--- src/rtl/pfz_pkg.sv ---
package pfz_pkg;
  typedef enum logic [2:0] {
    K_MMIO_LD = 3'd0,
    K_MMIO_ST = 3'd1,
    K_DMA_RD  = 3'd2,
    K_DMA_WR  = 3'd3,
    K_MSI     = 3'd4
  } acc_kind_e;

  function automatic logic kind_is_mmio(input logic [2:0] k);
    return (k == K_MMIO_LD) || (k == K_MMIO_ST);
  endfunction

  function automatic logic kind_is_dma(input logic [2:0] k);
    return (k == K_DMA_RD) || (k == K_DMA_WR) || (k == K_MSI);
  endfunction

  function automatic logic kind_is_load(input logic [2:0] k);
    return (k == K_MMIO_LD) || (k == K_DMA_RD);
  endfunction
endpackage

--- src/rtl/pfz_state_table.sv ---
module pfz_state_table #(
  parameter int PART_W = 8,
  localparam int NUM_PART = 1 << PART_W
) (
  input  logic              clk_i,
  input  logic              rst_ni,
  input  logic              frz_vld_i,
  input  logic [PART_W-1:0] frz_part_i,
  input  logic              clr_vld_i,
  input  logic [PART_W-1:0] clr_part_i,
  input  logic              clr_mmio_i,
  input  logic              clr_dma_i,
  input  logic [PART_W-1:0] look_part_i,
  output logic              look_mmio_o,
  output logic              look_dma_o
);
  logic [NUM_PART-1:0] mmio_q;
  logic [NUM_PART-1:0] dma_q;

  for (genvar g = 0; g < NUM_PART; g++) begin : g_entry
    logic frz_hit, clr_hit;
    assign frz_hit = frz_vld_i && (frz_part_i == PART_W'(g));
    assign clr_hit = clr_vld_i && (clr_part_i == PART_W'(g));
    always_ff @(posedge clk_i or negedge rst_ni) begin
      if (!rst_ni) begin
        mmio_q[g] <= 1'b0;
        dma_q[g]  <= 1'b0;
      end else if (frz_hit) begin
        // freeze has priority over a concurrent clear
        mmio_q[g] <= 1'b1;
        dma_q[g]  <= 1'b1;
      end else if (clr_hit) begin
        if (clr_mmio_i) mmio_q[g] <= 1'b0;
        if (clr_dma_i)  dma_q[g]  <= 1'b0;
      end
    end
  end

  assign look_mmio_o = mmio_q[look_part_i];
  assign look_dma_o  = dma_q[look_part_i];

  assert_freeze_sets_both_R2: assert property (@(posedge clk_i) disable iff (!rst_ni)
    frz_vld_i |=> mmio_q[$past(frz_part_i)] && dma_q[$past(frz_part_i)]);

  assert_clr_mmio_R3: assert property (@(posedge clk_i) disable iff (!rst_ni)
    clr_vld_i && clr_mmio_i && !(frz_vld_i && frz_part_i == clr_part_i)
    |=> !mmio_q[$past(clr_part_i)]);

  assert_clr_keeps_dma_R3: assert property (@(posedge clk_i) disable iff (!rst_ni)
    clr_vld_i && !clr_dma_i && !frz_vld_i
    |=> dma_q[$past(clr_part_i)] == $past(dma_q[clr_part_i]));

  assert_freeze_wins_R4: assert property (@(posedge clk_i) disable iff (!rst_ni)
    frz_vld_i && clr_vld_i && frz_part_i == clr_part_i
    |=> mmio_q[$past(clr_part_i)] && dma_q[$past(clr_part_i)]);
endmodule

--- src/rtl/pfz_req_filter.sv ---
module pfz_req_filter
  import pfz_pkg::*;
#(
  parameter int DATA_W = 32,
  parameter int TAG_W  = 4
) (
  input  logic              clk_i,
  input  logic              rst_ni,
  input  logic              req_vld_i,
  input  logic [2:0]        req_kind_i,
  input  logic [DATA_W-1:0] req_data_i,
  input  logic [TAG_W-1:0]  req_tag_i,
  input  logic              look_mmio_i,
  input  logic              look_dma_i,
  output logic              blk_mmio_o,
  output logic              blk_dma_o,
  output logic              rsp_vld_o,
  output logic              rsp_pass_o,
  output logic [DATA_W-1:0] rsp_data_o,
  output logic [TAG_W-1:0]  rsp_tag_o
);
  logic k_mmio, k_dma, k_load, blocked;
  logic [DATA_W-1:0] data_nxt;

  assign k_mmio  = kind_is_mmio(req_kind_i);
  assign k_dma   = kind_is_dma(req_kind_i);
  assign k_load  = kind_is_load(req_kind_i);
  assign blocked = (k_mmio && look_mmio_i) || (k_dma && look_dma_i);

  always_comb begin
    if (!blocked)    data_nxt = req_data_i;
    else if (k_load) data_nxt = '1;
    else             data_nxt = '0;
  end

  assign blk_mmio_o = req_vld_i && k_mmio && look_mmio_i;
  assign blk_dma_o  = req_vld_i && k_dma && look_dma_i;

  always_ff @(posedge clk_i or negedge rst_ni) begin
    if (!rst_ni) begin
      rsp_vld_o  <= 1'b0;
      rsp_pass_o <= 1'b0;
      rsp_data_o <= '0;
      rsp_tag_o  <= '0;
    end else begin
      rsp_vld_o <= req_vld_i;
      if (req_vld_i) begin
        rsp_pass_o <= !blocked;
        rsp_data_o <= data_nxt;
        rsp_tag_o  <= req_tag_i;
      end
    end
  end

  assert_rsp_follows_R5: assert property (@(posedge clk_i) disable iff (!rst_ni)
    req_vld_i |=> rsp_vld_o && rsp_tag_o == $past(req_tag_i));

  assert_frozen_load_ones_R7: assert property (@(posedge clk_i) disable iff (!rst_ni)
    req_vld_i && ((req_kind_i == K_MMIO_LD && look_mmio_i) || (req_kind_i == K_DMA_RD && look_dma_i))
    |=> !rsp_pass_o && (&rsp_data_o));

  assert_frozen_store_zero_R8: assert property (@(posedge clk_i) disable iff (!rst_ni)
    req_vld_i && ((req_kind_i == K_MMIO_ST && look_mmio_i) ||
                  ((req_kind_i == K_DMA_WR || req_kind_i == K_MSI) && look_dma_i))
    |=> !rsp_pass_o && rsp_data_o == '0);

  assert_open_passes_R9: assert property (@(posedge clk_i) disable iff (!rst_ni)
    req_vld_i && !look_mmio_i && !look_dma_i |=> rsp_pass_o && rsp_data_o == $past(req_data_i));

  assert_reserved_passes_R11: assert property (@(posedge clk_i) disable iff (!rst_ni)
    req_vld_i && req_kind_i > 3'd4 |=> rsp_pass_o && !$past(blk_mmio_o) && !$past(blk_dma_o));
endmodule

--- src/rtl/pfz_sat_cnt.sv ---
module pfz_sat_cnt #(
  parameter int CNT_W = 8
) (
  input  logic             clk_i,
  input  logic             rst_ni,
  input  logic             inc_i,
  output logic [CNT_W-1:0] cnt_o
);
  always_ff @(posedge clk_i or negedge rst_ni) begin
    if (!rst_ni)                cnt_o <= '0;
    else if (inc_i && !(&cnt_o)) cnt_o <= cnt_o + 1'b1;
  end

  assert_cnt_holds_max_R10: assert property (@(posedge clk_i) disable iff (!rst_ni)
    (&cnt_o) |=> (&cnt_o));

  assert_cnt_steps_R10: assert property (@(posedge clk_i) disable iff (!rst_ni)
    inc_i && !(&cnt_o) |=> cnt_o == $past(cnt_o) + 1'b1);

  assert_cnt_idle_R10: assert property (@(posedge clk_i) disable iff (!rst_ni)
    !inc_i |=> $stable(cnt_o));
endmodule

--- src/rtl/part_freeze_gate.sv ---
module part_freeze_gate #(
  parameter int PART_W = 8,
  parameter int DATA_W = 32,
  parameter int TAG_W  = 4,
  parameter int CNT_W  = 8
) (
  input  logic              clk_i,
  input  logic              rst_ni,
  input  logic              frz_vld_i,
  input  logic [PART_W-1:0] frz_part_i,
  input  logic              clr_vld_i,
  input  logic [PART_W-1:0] clr_part_i,
  input  logic              clr_mmio_i,
  input  logic              clr_dma_i,
  input  logic              req_vld_i,
  input  logic [PART_W-1:0] req_part_i,
  input  logic [2:0]        req_kind_i,
  input  logic [DATA_W-1:0] req_data_i,
  input  logic [TAG_W-1:0]  req_tag_i,
  output logic              rsp_vld_o,
  output logic              rsp_pass_o,
  output logic [DATA_W-1:0] rsp_data_o,
  output logic [TAG_W-1:0]  rsp_tag_o,
  output logic [CNT_W-1:0]  drop_mmio_o,
  output logic [CNT_W-1:0]  drop_dma_o
);
  localparam int NUM_PATH = 2;

  logic look_mmio, look_dma;
  logic [NUM_PATH-1:0] blk;
  logic [CNT_W-1:0] cnt [NUM_PATH];

  pfz_state_table #(.PART_W(PART_W)) u_table (
    .clk_i, .rst_ni,
    .frz_vld_i, .frz_part_i,
    .clr_vld_i, .clr_part_i, .clr_mmio_i, .clr_dma_i,
    .look_part_i (req_part_i),
    .look_mmio_o (look_mmio),
    .look_dma_o  (look_dma)
  );

  pfz_req_filter #(.DATA_W(DATA_W), .TAG_W(TAG_W)) u_filter (
    .clk_i, .rst_ni,
    .req_vld_i, .req_kind_i, .req_data_i, .req_tag_i,
    .look_mmio_i (look_mmio),
    .look_dma_i  (look_dma),
    .blk_mmio_o  (blk[0]),
    .blk_dma_o   (blk[1]),
    .rsp_vld_o, .rsp_pass_o, .rsp_data_o, .rsp_tag_o
  );

  for (genvar g = 0; g < NUM_PATH; g++) begin : g_cnt
    pfz_sat_cnt #(.CNT_W(CNT_W)) u_cnt (
      .clk_i, .rst_ni,
      .inc_i (blk[g]),
      .cnt_o (cnt[g])
    );
  end

  assign drop_mmio_o = cnt[0];
  assign drop_dma_o  = cnt[1];
endmodule

--- config.mk ---
export PLATFORM = sky130hd
export DESIGN_NAME = part_freeze_gate
export DESIGN_NICKNAME = d
export VERILOG_FILES = /design/src/rtl/pfz_pkg.sv /design/src/rtl/pfz_state_table.sv /design/src/rtl/pfz_req_filter.sv /design/src/rtl/pfz_sat_cnt.sv /design/src/rtl/part_freeze_gate.sv
export SDC_FILE = /design/constraint.sdc
export NUM_CORES = 1
export LEC_CHECK = 0
export ABC_CLOCK_PERIOD_IN_PS = 5500
export BUFFER_PORTS_ARGS = -buffer_cell sky130_fd_sc_hd__buf_2
export CAP_MARGIN = 10
export CORE_AREA = 2 2 254 256
export CTS_BUF_LIST = sky130_fd_sc_hd__clkbuf_8
export CTS_CLUSTER_DIAMETER = 120
export DETAILED_ROUTE_END_ITERATION = 16
export DIE_AREA = 0 0 256 258
export GPL_ROUTABILITY_DRIVEN = 0
export PLACE_DENSITY = 0.56
export SYNTH_ARGS = -nofsm -noshare
export SYNTH_HDL_FRONTEND = slang
export SYNTH_SLANG_ARGS = --single-unit
--- constraint.sdc ---
create_clock -name clk_i -period 5.5 [get_ports clk_i]
set_input_delay 0.55 -clock clk_i [delete_from_list [all_inputs] [get_ports clk_i]]
set_output_delay 0.55 -clock clk_i [all_outputs]
set_load 0.01 [all_outputs]
==> results of run 1 <==
==> timing repair <==
action | CTS | global route
endpoints found under the setup margin | 0 | 0
hold endpoints to repair | 98 | 0
setup buffers | 0 | 0
hold buffers | 1 | 0
resized for setup | 0 | 0
==> per-layer routing <==
metal	up-vias	wire (um)	share of wire, %
met5	-	13	0.013
met1	11700	38800	39
li1	9199	-	-
met4	2	5890	5.9
met2	1337	45200	45
met3	364	9480	9.5
==> sequential cells by signal, indices dropped and copies added (netlist names) <==
register and flops:
u_filter.rsp_pass_o 1, u_table.mmio_q 256, g_cnt.u_cnt.cnt_o 16, u_filter.rsp_tag_o 4, u_filter.rsp_vld_o 1, u_filter.rsp_data_o 32
u_table.dma_q 256
==> through the flow <==
step	std cells	worst slack, ns	power (mW)	instance area, um^2
5_1_grt	3436	1.81	10.4	29500
6_report	3436	1.97	10.1	29500
3_5_place_dp	3249	1.05	5.99	27300
4_1_cts	3433	1.83	10.1	29400
3_3_place_gp	3248	1.09	5.95	27300
2_1_floorplan	2442	2.73	5.48	26300
==> cell usage after synthesis, types with 14 or more instances <==
cell type  count
clkbuf_1     167
nor2_1        26
a22oi_1       34
mux4_2        97
xor2_1        14
mux2i_1       47
a21oi_1       15
a221o_1       32
nand4_1       31
nor2b_1       31
nand3_1       86
nand2_1       96
mux2_2        19
o21ai_0     1010
buf_6         14
dfrtp_1      566
==> kinds of logic after synthesis <==
logic type / count (synthesis)
flip-flops: 566
buffers and inverters: 230
AND/OR/NAND/NOR: 332
adder cells (fa/ha/maj): 2
XOR/XNOR: 14
AO/OA/AOI/OAI: 1128
multiplexers: 170
==> final timing paths <==
| kind | slack, ns | start | depth (start not counted) | endpoint |
|---|---|---|---|---|
| worst max-delay path | 1.97 | req_part_i[0] | 11 | u_filter.rsp_data_o[2]$_DFFE_PN0P_ |
| worst max register to register | 2.33 | u_table.mmio_q[175]$_DFFE_PN0P_ | 9 | u_filter.rsp_data_o[2]$_DFFE_PN0P_ |
| worst min register to register | 0.48 | u_filter.rsp_pass_o$_DFFE_PN0P_ | 1 | u_filter.rsp_pass_o$_DFFE_PN0P_ |
| max in group asynchronous | 3.40 | rst_ni | 3 | u_table.mmio_q[148]$_DFFE_PN0P_ |
| min in group asynchronous | 0.51 | rst_ni | 2 | u_table.dma_q[120]$_DFFE_PN0P_ |
| worst min-delay path | 0.06 | req_tag_i[3] | 2 | u_filter.rsp_tag_o[3]$_DFFE_PN0P_ |
==> final cells by class <==
class	instances	area, um^2	share of cell area [%]
Inverter	8	30.0	0.102
Tap cell	855	1070	3.63
Antenna cell	2	5.00	0.0170
Multi-Input combinational cell	1646	10900	37.2
Timing Repair Buffer	176	1100	3.75
Sequential cell	566	14200	48.1
Clock buffer	130	1790	6.07
Clock inverter	53	345	1.17
==> power by group <==
part | internal (mW) | switching, mW | leakage (nW)
Sequential | 4.54 | 0.224 | 7.64
Clock | 2.26 | 1.86 | 1.21
Combinational | 0.448 | 0.731 | 3.86
Total | 7.25 | 2.82 | 12.7
==> impl_metrics.env, run 1 <==
export IMPL_timing_final_crit_share_pct=64.3
export IMPL_ys_async_sr_fraction_pct=100
export IMPL_final_hold_viol_count=0
export IMPL_grt_use_total_pct=29.7
export IMPL_cts_tree="yes"
export IMPL_peakVddDrop_v=0.000194
export IMPL_placeableCoreArea_um2=63600
export IMPL_io_buffers=123
export IMPL_arrival_ns=4.13
export IMPL_utilization_pct=46.3
export IMPL_grt_pass1_vias=22100
export IMPL_synth_seq_cells=566
export IMPL_synth_compound_area_share_pct=22.9
export IMPL_final_max_slew_viol_count=0
export IMPL_yosys_area_share_simple_pct=6.45
export IMPL_syn_area_um2=26300
export IMPL_synth_ff_type="dfrtp_1"
export IMPL_cts_root_buf="clkbuf_8"
export IMPL_setup_viol=0
export IMPL_clk_pin_slew_ns=0.07
export IMPL_final_common_cell="o21ai_0"
export IMPL_nFillCells=5996
export IMPL_final_cell_mix="o21ai_0, dfrtp_1, clkbuf_8"
export IMPL_use_met1_pct=39.1
export IMPL_hpwl_um=60300
export IMPL_via_per_inst=6.58
export IMPL_antenna_found_initial=5
export IMPL_min_path_type="primary input to flop"
export IMPL_p_leak_nw=12.7
export IMPL_grt_use_met2_pct=45.9
export IMPL_fmax_mhz=283
export IMPL_critPathMaxStageDelay_ns=0.59
export IMPL_synth_top_cell_area_share_pct=53.9
export IMPL_cp_end_kind="flop"
export IMPL_grt_pass1_wl_um=147000
export IMPL_drv_cap=0
export IMPL_worstMarginPinSlew_ns=1.23
export IMPL_initial_core_util_pct=41.3
export IMPL_cts_made_buffers=98
export IMPL_drc=0
export IMPL_totalWireLength_um=99400
export IMPL_clock_latency_ns=0.72
export IMPL_grt_max_degree=137
export IMPL_status="complete, no violations"
export IMPL_syn2layout_area_growth_pct=12.1
export IMPL_rsz0062_at_grt="no"
export IMPL_ant_nets=0
export IMPL_yosys_area_share_adder_pct=0.0953
export IMPL_num_io_pins=124
export IMPL_die_h_um=258
export IMPL_startpoint_type="primary input"
export IMPL_synthXorXnorAreaFrac_pct=0.467
export IMPL_clk_path_buf_depth=3
export IMPL_first_pass_iters=5
export IMPL_crit_required_ns=6.10
export IMPL_synth_edf_count=0
export IMPL_busiest_layer="met2"
export IMPL_nets=2568
export IMPL_relSlewSlack_pct=17.5
export IMPL_cp_max_fo=65
export IMPL_cp_num_buf_inv=3
export IMPL_drtIter0Drc=2776
export IMPL_crit_type="primary input to flop"
export IMPL_slowest_stage="buf_6"
export IMPL_avgSynthCellArea_um2=10.8
export IMPL_fin_setup_tns_ns=0
export IMPL_synth_top_family_by_area="compound AO/OA/AOI/OAI gates"
export IMPL_synth_mux_area_share_pct=11.6
export IMPL_overflow=0
export IMPL_syn_inst=2442
export IMPL_dieArea_um2=66000
export IMPL_period_needed_ns=3.53
export IMPL_synth_cell_type_count=60
export IMPL_synth_seq_area_share_pct=53.9
export IMPL_syn_num_nets=2514
export IMPL_p_per_area_nw_per_um2=342
export IMPL_wl_per_cell_um=28.9
export IMPL_row_count=93
export IMPL_crit_family="buffers and inverters"
export IMPL_dr_total_vias=22600
export IMPL_cts_sinks=566
export IMPL_grt_use_met3_pct=6.68
export IMPL_drive_above_1_share_pct=18.0
export IMPL_die_w_um=256
export IMPL_synthTopCellsByArea="dfrtp_1, o21ai_0, mux4_2"
export IMPL_finalClockSkew_ns=0.0379
export IMPL_timing_hold_ws_ns=0.0594
export IMPL_path_cells="buf_6 -> buf_4 -> mux4_2 -> a22oi_1 -> a31oi_1 -> nor4_1 -> a31oi_2 -> nand3_4 -> a211oi_4 -> buf_8 -> a221o_1"
export IMPL_yosysTopAreaCell="dfrtp_1"
export IMPL_cts_max_level=3
export IMPL_synth_warnings=0
Power figures use the tool's default switching activity.
==> run 2: changes to the inputs <==
- ABC_CLOCK_PERIOD_IN_PS: 5500 -> 3580
- clock period: 5.5 -> 3.58 ns (I/O delays scaled with it)
==> run 2 against run 1 <==
  * Final cell count rose by 3.7%
  * Via count rose by 1.6%
  * Sequential power rose by 54%
  * Clock-buffer cell count fell by 6
  * Die area did not move
  * Core utilization rose by 1.7 points
  * Hold slack improved by 0.12 ns
  * Clock skew rose by 0.0037 ns
  * Register-to-register slack got worse by 1.9 ns
  * Wire length rose by 2.1%
  * Critical path type is now flop to flop
==> impl_metrics.env, run 2 (synthesized netlist as in run 1, its figures left out) <==
export IMPL_status="complete, no violations"
export IMPL_crit_required_ns=4.20
export IMPL_grt_pass1_vias=22500
export IMPL_via_per_inst=6.45
export IMPL_critPathMostFrequentCell="buf_4"
export IMPL_dp_cells=3346
export IMPL_wl_per_cell_um=28.5
export IMPL_regArea_um2=14200
export IMPL_arrival_ns=3.81
export IMPL_cts_tree="yes"
export IMPL_reg2reg_from="u_table.mmio_q[173]$_DFFE_PN0P_"
export IMPL_final_common_cell="o21ai_0"
export IMPL_cts_setup_buffers=0
export IMPL_cp_end_kind="flop"
export IMPL_timing_rr_end="u_filter.rsp_data_o[14]$_DFFE_PN0P_"
export IMPL_setup_viol=0
export IMPL_path_cells="mux4_2 -> mux2i_1 -> o221ai_1 -> buf_4 -> nor4_1 -> a31oi_2 -> nand3_4 -> buf_4 -> o211a_4 -> a221o_1"
export IMPL_grt_use_total_pct=30.5
export IMPL_cts_sinks=566
export IMPL_cp_max_fo=33
export IMPL_worstHoldEndpoint="u_filter.rsp_data_o[10]$_DFFE_PN0P_"
export IMPL_nets=2704
export IMPL_startpoint_type="flop"
export IMPL_whs_path_depth=3
export IMPL_cts_root_buf="clkbuf_8"
export IMPL_rsz0062_at_grt="no"
export IMPL_finalNonFillerCells=3563
export IMPL_grt_max_degree=88
export IMPL_ant_nets=0
export IMPL_num_io_pins=124
export IMPL_dr_total_vias=23000
export IMPL_final_max_slew_viol_count=0
export IMPL_final_cell_mix="o21ai_0, dfrtp_1, buf_4"
export IMPL_pre_cts_slack_ns=-0.318
export IMPL_crit_type="flop to flop"
export IMPL_p_leak_nw=13.3
export IMPL_cts_max_level=3
export IMPL_initial_core_util_pct=41.3
export IMPL_totalWireLength_um=101000
export IMPL_ctsHoldBuffers=38
export IMPL_power_total_mw=15.4
export IMPL_fin_setup_tns_ns=0
export IMPL_r2r_slack_ns=0.39
export IMPL_peakVddDrop_v=0.000290
export IMPL_overflow=0
export IMPL_crit_family="compound AO/OA/AOI/OAI gates"
export IMPL_first_pass_iters=6
export IMPL_fmax_mhz=313
export IMPL_utilization_pct=48.0
export IMPL_dieArea_um2=66000
export IMPL_grt_pass1_wl_um=150000
export IMPL_worstMarginPinSlew_ns=1.12
export IMPL_clk_pin_slew_ns=0.06
export IMPL_r2r_cells=10
export IMPL_period_needed_ns=3.19
export IMPL_drive_above_1_share_pct=20.0
export IMPL_critPathMaxStageDelay_ns=0.50
export IMPL_min_path_type="primary input to flop"
export IMPL_relSlewSlack_pct=24.9
export IMPL_drc=0
export IMPL_nFillCells=5842
export IMPL_antenna_found_initial=6
export IMPL_final_hold_viol_count=0
export IMPL_drtIter0Drc=2744
export IMPL_die_h_um=258
export IMPL_cts_resized=0
export IMPL_hpwl_um=63300
export IMPL_syn2layout_area_growth_pct=16.2
export IMPL_clock_latency_ns=0.73
export IMPL_p_per_area_nw_per_um2=503
export IMPL_min_delay_start="req_kind_i[0]"
export IMPL_row_count=93
export IMPL_die_w_um=256
export IMPL_clk_path_buf_depth=3
export IMPL_cp_num_buf_inv=2
export IMPL_timing_final_crit_share_pct=89.2
export IMPL_multiInputGateArea_um2=10900
export IMPL_drv_cap=0
export IMPL_layout_setup_ws_ns=0.386
export IMPL_cts_made_buffers=99
export IMPL_slowest_stage="nor4_1"
export IMPL_io_buffers=123
export IMPL_reg_top3="u_table.dma_q x256, u_table.mmio_q x256, u_filter.rsp_data_o x32"
export IMPL_placeableCoreArea_um2=63600
export IMPL_finalClockSkew_ns=0.0416
## run 2: worst max-delay path by stage
stage / end / start / slack, ns / depth (start not counted)
after detailed placement: u_filter.rsp_data_o[17]$_DFFE_PN0P_ / req_part_i[2] / -0.32 / 12
after global placement: u_filter.rsp_data_o[30]$_DFFE_PN0P_ / req_part_i[2] / -0.20 / 12
after global routing: u_filter.rsp_data_o[21]$_DFFE_PN0P_ / u_table.mmio_q[173]$_DFFE_PN0P_ / 0.31 / 10
after floorplan: u_filter.rsp_data_o[0]$_DFFE_PN0P_ / req_part_i[0] / 1.0 / 11
after CTS: u_filter.rsp_data_o[6]$_DFFE_PN0P_ / req_part_i[2] / 0.44 / 12
final: u_filter.rsp_data_o[14]$_DFFE_PN0P_ / u_table.mmio_q[173]$_DFFE_PN0P_ / 0.39 / 10
## run 2: worst register-to-register path: stages, from the launching register on
cell      delay [ns]
dfrtp_1         0.38
mux4_2          0.49
mux2i_1         0.26
o221ai_1        0.15
buf_4           0.19
nor4_1          0.50
a31oi_2         0.15
nand3_4         0.14
buf_4           0.19
o211a_4         0.41
a221o_1         0.24
## run 2: power breakdown
| group | switching, mW | leakage, nW | internal [mW] |
|---|---|---|---|
| Combinational | 1.15 | 4.52 | 0.787 |
| Sequential | 0.337 | 7.64 | 6.97 |
| Clock | 2.78 | 1.17 | 3.32 |
| Total | 4.27 | 13.3 | 11.1 |
## run 2: per-layer routing
| layer | routed length, um | track usage [%] | vias to the layer above |
|---|---|---|---|
| li1 | - | - | 9464 |
| met1 | 39300 | 40.1 | 11800 |
| met2 | 47200 | 47.8 | 1348 |
| met3 | 9480 | 6.41 | 303 |
| met4 | 5390 | 15.9 | 6 |
| met5 | 44 | 0 | - |
## run 2: cell type report
| class | count | share of cell area (%) |
|---|---|---|
| Clock inverter | 51 | 1.01 |
| Inverter | 8 | 0.0984 |
| Clock buffer | 124 | 5.59 |
| Sequential cell | 566 | 46.4 |
| Multi-Input combinational cell | 1646 | 35.7 |
| Tap cell | 855 | 3.50 |
| Timing Repair Buffer | 311 | 7.65 |
| Antenna cell | 2 | 0.0164 |
## run 2: through the flow
stage          area (um^2)  hold WS, ns
3_3_place_gp         28100        0.369
6_report             30500        0.177
3_5_place_dp         28100        0.373
5_1_grt              30500        0.172
2_1_floorplan        26300       0.0624
4_1_cts              30500        0.154
==> run 3: changes to the inputs <==
==> constraint.sdc (replaced) <==
create_clock -name clk_i -period 3.58 [get_ports clk_i]
set_input_delay 1.074 -clock clk_i [delete_from_list [all_inputs] [get_ports clk_i]]
set_output_delay 1.074 -clock clk_i [all_outputs]
set_load 0.01 [all_outputs]
==> run 3 against run 2 <==
  * The flow now finishes with violations (negative setup slack)
  * Hold slack better by 0.088 ns
  * Critical path depth is 3 higher
  * Design area is 1.1% higher
  * Fmax fell by 12%
  * Sequential share of layout area fell by 0.52 points
  * Clock-buffer cell count is 3 lower
  * Clock skew down 0.00057 ns
  * Sequential power is essentially flat
  * Critical endpoint is now u_filter.rsp_data_o[30]$_DFFE_PN0P_
  * Largest cell class unchanged
  * Largest power group unchanged
  * Highest routed layer unchanged
==> impl_metrics.env, run 3 (synthesized netlist as in run 1, its figures left out) <==
export IMPL_utilization_pct=48.5
export IMPL_final_common_cell="o21ai_0"
export IMPL_hpwl_um=65100
export IMPL_io_buffers=123
export IMPL_grt_use_total_pct=30.5
export IMPL_worstMarginPinSlew_ns=1.10
export IMPL_final_hold_viol_count=0
export IMPL_startpoint_type="primary input"
export IMPL_via_per_inst=6.39
export IMPL_initial_core_util_pct=41.3
export IMPL_reg_top3="u_table.dma_q x256, u_table.mmio_q x256, u_filter.rsp_data_o x32"
export IMPL_die_w_um=256
export IMPL_placeableCoreArea_um2=63600
export IMPL_timing_final_crit_share_pct=101
export IMPL_p_per_area_nw_per_um2=490
export IMPL_peakVddDrop_v=0.000359
export IMPL_syn2layout_area_growth_pct=17.5
export IMPL_drtIter0Drc=2800
export IMPL_regArea_um2=14200
export IMPL_final_cell_mix="o21ai_0, dfrtp_1, buf_4"
export IMPL_dieArea_um2=66000
export IMPL_cp_max_fo=33
export IMPL_clock_latency_ns=0.72
export IMPL_violations="negative setup slack"
export IMPL_period_needed_ns=3.63
export IMPL_overflow=0
export IMPL_die_h_um=258
export IMPL_grt_pass1_wl_um=150000
export IMPL_timing_hold_ws_ns=0.265
export IMPL_status="finished, violations left"
export IMPL_clk_pin_slew_ns=0.06
export IMPL_layout_setup_ws_ns=-0.0527
export IMPL_drv_cap=0
export IMPL_p_leak_nw=13.6
export IMPL_clk_path_buf_depth=3
export IMPL_drc=0
export IMPL_drive_above_1_share_pct=23.0
export IMPL_cts_tree="yes"
export IMPL_multiInputGateArea_um2=10900
export IMPL_cts_max_level=3
export IMPL_relSlewSlack_pct=26.5
export IMPL_rsz0062_at_grt="no"
export IMPL_final_max_slew_viol_count=0
export IMPL_finalClockSkew_ns=0.0410
export IMPL_grt_pass1_vias=22900
export IMPL_cts_sinks=566
export IMPL_dr_total_vias=23100
export IMPL_min_path_type="primary input to asynchronous set/reset pin"
export IMPL_crit_required_ns=4.15
export IMPL_totalWireLength_um=101000
export IMPL_grt_max_degree=115
export IMPL_setup_viol=30
export IMPL_row_count=93
export IMPL_first_pass_iters=6
export IMPL_fmax_mhz=275
export IMPL_num_io_pins=124
export IMPL_crit_type="primary input to flop"
export IMPL_arrival_ns=4.20
export IMPL_ant_nets=0
export IMPL_antenna_found_initial=4
export IMPL_cts_root_buf="clkbuf_8"
export IMPL_cp_end_kind="flop"
export IMPL_nets=2764
export IMPL_wl_per_cell_um=28.0
export IMPL_cts_made_buffers=99
export IMPL_cts_setup_buffers=0
export IMPL_nFillCells=5867
-- run 3: cell types whose count changed in the layout (fill, tap and decap cells not counted), moves of 3 or more --
cell	change
buf_4	+92
dlygate4sd3_1	-38
buf_12	+6
clkbuf_8	-3
-- run 3: power by group --
group	internal [mW]	leakage [nW]	switching, mW
Clock	3.10	1.11	2.73
Sequential	6.98	7.64	0.336
Combinational	0.827	4.84	1.16
Total	10.9	13.6	4.23
-- run 3: through the flow --
step                cells  setup WS [ns]  setup TNS [ns]  area (um^2)  power (mW)
global route         3615         0.0330               0        30900        15.7
floorplan            2442          0.283               0        26300        8.42
global placement     3445         -0.723          -30.53        28900        9.30
finish               3618        -0.0527          -0.847        30900        15.1
detailed placement   3445         -0.826          -33.18        28900        9.37
CTS                  3614        0.00251               0        30800        15.2
-- run 3: final timing paths --
check,from,endpoint,slack (ns),cells after the start
min in group clk_i,g_cnt[0].u_cnt.cnt_o[4]$_DFFE_PN0P_,g_cnt[0].u_cnt.cnt_o[4]$_DFFE_PN0P_,0.48,1
hold / removal,rst_ni,u_table.mmio_q[200]$_DFFE_PN0P_,0.26,1
max in group asynchronous,rst_ni,u_table.dma_q[232]$_DFFE_PN0P_,2.26,3
setup / recovery,req_part_i[3],u_filter.rsp_data_o[30]$_DFFE_PN0P_,-0.05,13
setup reg to reg,u_table.mmio_q[173]$_DFFE_PN0P_,u_filter.rsp_data_o[30]$_DFFE_PN0P_,0.40,12
hold reg to reg,g_cnt[0].u_cnt.cnt_o[4]$_DFFE_PN0P_,g_cnt[0].u_cnt.cnt_o[4]$_DFFE_PN0P_,0.48,1
-- run 3: what timing repair did --
item                                    CTS  global route
hold buffers                              0             0
hold endpoints to repair                  0             0
cloned                                    1             0
pin swaps                                 1             0
gates resized for setup                   1             4
endpoints found under the setup margin   32            25
-- run 3: critical path, cell delays in order --
cell     delay, ns
buf_2         0.23
buf_4         0.20
nor2b_1       0.46
a22oi_1       0.21
a31oi_1       0.39
nor4_2        0.12
a31oi_2       0.25
buf_4         0.18
nand3_4       0.12
buf_4         0.22
o211a_4       0.24
buf_12        0.16
a221o_1       0.31
-- run 3: cell type report --
class                           count  area share [%]
Multi-Input combinational cell   1647            35.4
Tap cell                          855            3.47
Antenna cell                        4          0.0324
Clock inverter                     47           0.782
Timing Repair Buffer              370            8.90
Inverter                            8          0.0973
Clock buffer                      121            5.40
Sequential cell                   566            45.9
-- run 3: layer usage --
layer	GRT usage [%]	share of wire [%]	vias to the layer above
met3	7.28	10	335
met1	39.9	38	11700
met5	0	0.011	-
met4	16.9	5.8	2
met2	46.9	46	1488
li1	-	-	9585
